[config.mk]
export PLATFORM = sky130hd
export DESIGN_NAME = oscq_window_engine
export DESIGN_NICKNAME = d
export VERILOG_FILES = /design/src/rtl/oscq_window_engine.sv
export SDC_FILE = /design/constraint.sdc
export NUM_CORES = 1
export LEC_CHECK = 0
export BUFFER_PORTS_ARGS = -buffer_cell sky130_fd_sc_hd__buf_4
export CORE_MARGIN = 4
export CORE_UTILIZATION = 28
export CTS_CLUSTER_DIAMETER = 40
export CTS_CLUSTER_SIZE = 25
export DETAILED_ROUTE_END_ITERATION = 10
export REMOVE_ABC_BUFFERS = 1
export SLEW_MARGIN = 20
export SYNTH_ARGS = -nofsm -noshare
export SYNTH_HDL_FRONTEND = slang
export SYNTH_SLANG_ARGS = --single-unit
[constraint.sdc]
create_clock -name clk -period 4.3 [get_ports clk]
set_input_delay 0.86 -clock clk [delete_from_list [all_inputs] [get_ports clk]]
set_output_delay 0.86 -clock clk [all_outputs]
set_load 0.01 [all_outputs]
[src/rtl/oscq_window_engine.sv]
module oscq_window_engine #(
   parameter int WINDOW_CYCLES  = 50000,
   parameter int EDGE_THRESHOLD = 4096
) (
   input  logic clk,
   input  logic rst_n,
   input  logic start_i,
   input  logic edge_i,
   output logic busy_o,
   output logic ok_o,
   output logic pass_o
);
   localparam int WW = $clog2(WINDOW_CYCLES);
   localparam int CW = $clog2(EDGE_THRESHOLD + 1);
   localparam logic [WW-1:0] WIN_LAST = WW'(WINDOW_CYCLES - 1);
   localparam logic [CW-1:0] CNT_LAST = CW'(EDGE_THRESHOLD - 1);

   logic [WW-1:0] win_q;
   logic [CW-1:0] cnt_q;

   always_ff @(posedge clk or negedge rst_n) begin
      if (!rst_n) begin
         win_q  <= '0;
         cnt_q  <= '0;
         busy_o <= 1'b0;
         ok_o   <= 1'b0;
         pass_o <= 1'b0;
      end else begin
         pass_o <= 1'b0;
         if (start_i) begin
            busy_o <= 1'b1;
            ok_o   <= 1'b0;
            win_q  <= '0;
            cnt_q  <= '0;
         end else if (busy_o) begin
            if (edge_i && cnt_q == CNT_LAST) begin
               // threshold reached: window closes early
               busy_o <= 1'b0;
               ok_o   <= 1'b1;
               pass_o <= 1'b1;
            end else if (win_q == WIN_LAST) begin
               win_q <= '0;
               cnt_q <= '0;
            end else begin
               win_q <= win_q + 1'b1;
               if (edge_i) cnt_q <= cnt_q + 1'b1;
            end
         end
      end
   end
endmodule

==> results of run 1 <==
[sequential cells by signal, indices dropped and copies added (netlist names)]
signal / count
pass_o: 1
busy_o: 1
win_q: 16
cnt_q: 13
ok_o: 1
[through the flow]
stage / power [W] / std cells
finish: 0.000632 / 320
CTS: 0.000638 / 320
floorplan: 0.000326 / 207
global route: 0.000659 / 320
detailed placement: 0.000345 / 312
global placement: 0.000345 / 312
[cell type report]
type                    instances  area share, %
inverters                      11           1.83
repair buffers                  6           1.99
multi-input cells             164           50.5
flip-flops and latches         32           35.4
clock inverters                 2           1.55
well taps                      99           5.48
clock buffers                   6           3.21
[cells in the final DEF (no fill, tap or decap), types with 5 or more instances in the layout]
master	n
a211oi_1	5
dfrtp_1	32
o211ai_1	14
nor3b_1	7
clkbuf_8	5
nor3_1	7
o32ai_1	5
nand3_1	13
nand4_1	16
nand2_1	7
a32o_1	14
and4_1	5
and2_1	5
buf_4	6
nor4_1	5
nor2_1	17
inv_1	11
[path summary, 6_finish.rpt]
| check | startpoint | slack, ps | cells past startpoint | end |
|---|---|---|---|---|
| worst max-delay path | edge_i | 1580 | 5 | win_q[2]$_DFFE_PN0P_ |
| worst min-delay path | rst_n | 500 | 1 | win_q[9]$_DFFE_PN0P_ |
| worst max register to register | cnt_q[0]$_DFFE_PN0P_ | 1660 | 5 | win_q[2]$_DFFE_PN0P_ |
| worst min register to register | ok_o$_DFFE_PN0P_ | 530 | 2 | ok_o$_DFFE_PN0P_ |
| max in group asynchronous | rst_n | 3490 | 1 | win_q[3]$_DFFE_PN0P_ |
| min in group clk | ok_o$_DFFE_PN0P_ | 530 | 2 | ok_o$_DFFE_PN0P_ |
[power breakdown]
part / internal [W] / switching (W) / total [W]
Clock: 0.000172 / 0.000122 / 0.000294
Combinational: 0.00000866 / 0.0000207 / 0.0000294
Sequential: 0.000305 / 0.00000448 / 0.000309
Total: 0.000485 / 0.000147 / 0.000632
[metal layers]
metal	global-route usage [%]	up-vias	share of wire, %	routed length [µm]
li1	-	890	-	-
met1	17.8	917	48	2510
met2	19.8	37	47	2440
met3	2.40	6	3.2	168
met4	3.97	0	1.3	68
met5	0	-	0	0
[logic make-up after synthesis]
| kind of cell | count (synthesis) | synth area share, % |
|---|---|---|
| mux | 2 | 1.03 |
| fa+ha+maj | 2 | 1.21 |
| buf+inv | 28 | 5.88 |
| simple gates | 104 | 31.0 |
| flops | 32 | 38.8 |
| compound gates | 56 | 22.1 |
==> run metrics, run 1 <==
Startpoint Class=input port; slowest CP cell=nand4_1; worst-path cell chain=buf_4 -> and4_1 -> nand4_1 -> nand3_1 -> mux2_2; Post-synth EDFFs=0; pwr/cell area=280 mW/mm²; worst setup slack after layout=1580 ps; final hold slack=505 ps; Die Width=93.9 µm; Reg clk slew, reported paths=70 ps; All-Layer GR Usage=12.7%; vias=1850; required time of the worst setup path=4470 ps; area of the multi-input gates=0.00114 mm²; hold buffer count at CTS=0; most frequently used flop master after synthesis=dfrtp_1; HP Class=in -> async; Max Buffers Root-to-Sink=2; post-route ant nets=0; Rows=31; die height=93.9 µm; Sequential cell area=801 µm²; outcome=finished clean; first-pass GRT wire length=9050 µm; Final nets=226; post_cts resized=0; Routed WL=5180 µm; Netlist Area Pre-Place=0.00206 mm²; Area Growth Syn to Fin=9.52%; Via density=5.78; Final setup viols=0; Post CTS Setup Buffer Count=0; Area contributors post-synth=dfrtp_1 (39%), a32o_1 (6.8%), o211ai_1 (5.1%); initial antenna violation count=0; H-tree Lvls=2; initial core utilization=28.6%; Worst slew margin=28.0%; vias in the first global route=1750; Tightest Pin Transition=1080 ps; RSZ-0062 raised after global routing=false; Synth Warn #=0; max-cap viol count=0; Skew-Pair Late Insertion Delay=290 ps; distinct cell type count after synthesis=46; total grt overflow=0; CTS buffer count=5; die footprint=0.00881 mm²; largest net degree at the start of global routing=39; routability cong.=0.795; CP Max Fanout=23; most common cell in the synthesized netlist=dfrtp_1; clk root buf=clkbuf_8; HPWL Detailed=3280 µm; first-iteration detailed-routing DRC count=198; delay-heaviest family, CP=simple AND/OR/NAND/NOR gates; Fill cells=793; clk sink count=32; DRT Pass-1 Iters=4; leading area contributor after synthesis=dfrtp_1; # DRC=0; Slew Viols, Final=0; Setup Skew=9.86 ps; antenna fix cells=0; Final Hold Viols=0; Ports=7; port buffer count=6; design area=0.00226 mm²; core area=0.00721 mm²; Fmax=368 MHz; critical path endpoint category=flip-flop; Seq/Total Area, Yosys=38.8%; Worst Path Buf+Inv=1; mean post-synth cell area=9.22 µm²; Lkg Pwr=0.842 nW; fraction of layout instances using a drive strength above 1=8.60%; Synth async-reset ratio=100%; Yosys reg bits=32; maximum VDD drop=0.000192 V; Setup TNS=0 ps; post-route minimum period=2720 ps; CP arrival=2890 ps; CTS tree=built; Max stage delay on crit path=870 ps; kind of critical path=in -> reg; top cell type's share of synthesized area=38.8%; Cells after Synth=224; most frequent cells after synthesis=dfrtp_1 (32), nor2_1 (17), nand4_1 (16); average wire per standard cell=16.2 µm; post-place setup slack=1330 ps; final period utilization=63.2%; post-placement cell area=0.00215 mm²; post-layout util=31.3%
No activity file was read; power rests on OpenSTA's default activity.
==> inputs of run 2 (changes only) <==
clock period = 2.5 ns   (was 4.3 ns; I/O delays follow)
==> run metrics, run 2 (synthesis gave the netlist of run 1 again) <==
post-route ant nets=0; H-tree Lvls=2; Setup TNS=0 ps; post_cts resized=0; fraction of layout instances using a drive strength above 1=11.5%; die footprint=0.00881 mm²; CTS tree=built; # DRC=0; Via density=5.75; worst setup slack after layout=407 ps; hold buffer count at CTS=0; worst-path cell chain=ha_1 -> and4_1 -> and4_1 -> nor3_2 -> a32o_1; Final setup viols=0; Max Buffers Root-to-Sink=2; All-Layer GR Usage=12.9%; clk root buf=clkbuf_8; power share of the clock group=41.8%; Startpoint Class=flip-flop; port buffer count=6; CP Max Fanout=11; register share of total power=52.9%; Max stage delay on crit path=530 ps; largest net degree at the start of global routing=39; Ports=7; Top reg by flops=win_q; maximum VDD drop=0.000258 V; core area=0.00721 mm²; outcome=finished clean; post-route minimum period=2090 ps; commonest non-fill, non-tap cell in the layout=dfrtp_1; kind of critical path=reg -> reg; CP most frequent cell=and4_1; Fill cells=774; Final Hold Viols=0; Worst slew margin=61.5%; flip-flop count of the largest register after layout=16; routability cong.=0.826; Area Growth Syn to Fin=11.0%; CTS buffer count=5; pwr/cell area=439 mW/mm²; total power=0.00101 W; Fmax=478 MHz; final period utilization=83.7%; initial core utilization=28.6%; Sw Ratio=24.4%; initial antenna violation count=0; average wire per standard cell=16.0 µm; Slew Viols, Final=0; Comb pwr share=5.4%; Post CTS Setup Buffer Count=0; Rows=31; Tightest Pin Transition=574 ps; Final nets=232; highest-count cells in the layout ignoring fill and taps=dfrtp_1 (32), nor2_1 (17), nand4_1 (16), o211ai_1 (14), a32o_1 (14); Setup Skew=2.36 ps; RSZ-0062 raised after global routing=false; Skew-Pair Late Insertion Delay=280 ps; clk sink count=32; required time of the worst setup path=2720 ps; first-pass GRT wire length=9210 µm; antenna fix cells=0; total grt overflow=0; slowest CP cell=nor3_2; die height=93.9 µm; vias in the first global route=1848; first-iteration detailed-routing DRC count=176; Lkg Pwr=0.864 nW; Die Width=93.9 µm; max-cap viol count=0; critical path endpoint category=flip-flop; HPWL Detailed=3450 µm; CP arrival=2320 ps; DRT Pass-1 Iters=4; P_int=0.000760 W; HP Class=in -> async; P_sw=0.000245 W; Routed WL=5210 µm; vias=1876; Regs by FF count=win_q: 16 flops, cnt_q: 13 flops; post-place setup slack=403 ps; Reg clk slew, reported paths=70 ps
-- run 2: power by group through the flow --
stage	Sequential, W	Combinational, W	Clock, W
floorplan	0.000539	0.0000217	0
global placement	0.000541	0.0000529	0
detailed placement	0.000541	0.0000544	0
CTS	0.000531	0.0000547	0.000435
global route	0.000532	0.0000619	0.000457
finish	0.000531	0.0000538	0.000420
-- run 2: cell type report --
cell class | count | area, µm² | share of cell area [%]
clock buffer | 6 | 82.6 | 3.60
clock inverter | 2 | 10.0 | 0.437
inverter | 11 | 41.3 | 1.80
multi-input combinational | 164 | 1140 | 49.9
sequential | 32 | 801 | 35.0
tap | 99 | 124 | 5.41
timing repair buffer | 12 | 90.1 | 3.93
-- run 2: through the flow --
step	hold slack, ps	instance area [µm²]	cells	utilization, %
detailed placement	473	2200	318	30.5
global route	175	2290	326	31.8
finish	155	2290	326	31.8
floorplan	204	1980	207	-
global placement	471	2200	318	30.5
CTS	167	2290	326	31.8
-- run 2: worst max-delay path, delay by kind of cell (launching register included) --
| family | cells | cell delay [ps] |
|---|---|---|
| DFF | 1 | 400 |
| and+or+nand+nor | 3 | 1130 |
| AOI/OAI and AO/OA | 1 | 250 |
| adders and majority gates | 1 | 250 |
-- run 2: routing by layer --
metal	wire (µm)	global-route usage, %	share of wire [%]
met1	2540	17.8	49
met2	2370	20.0	46
met4	63	4.69	1.2
met3	237	2.56	4.6
met5	0	0	0
-- run 2: final timing paths --
path	cells past startpoint	start	end	slack, ps
max	5	cnt_q[0]$_DFFE_PN0P_	win_q[12]$_DFFE_PN0P_	410
min	1	rst_n	win_q[5]$_DFFE_PN0P_	160
max reg2reg	5	cnt_q[0]$_DFFE_PN0P_	win_q[12]$_DFFE_PN0P_	410
min reg2reg	2	ok_o$_DFFE_PN0P_	ok_o$_DFFE_PN0P_	520
max in group asynchronous	1	rst_n	cnt_q[5]$_DFFE_PN0P_	2040
min in group clk	2	ok_o$_DFFE_PN0P_	ok_o$_DFFE_PN0P_	520
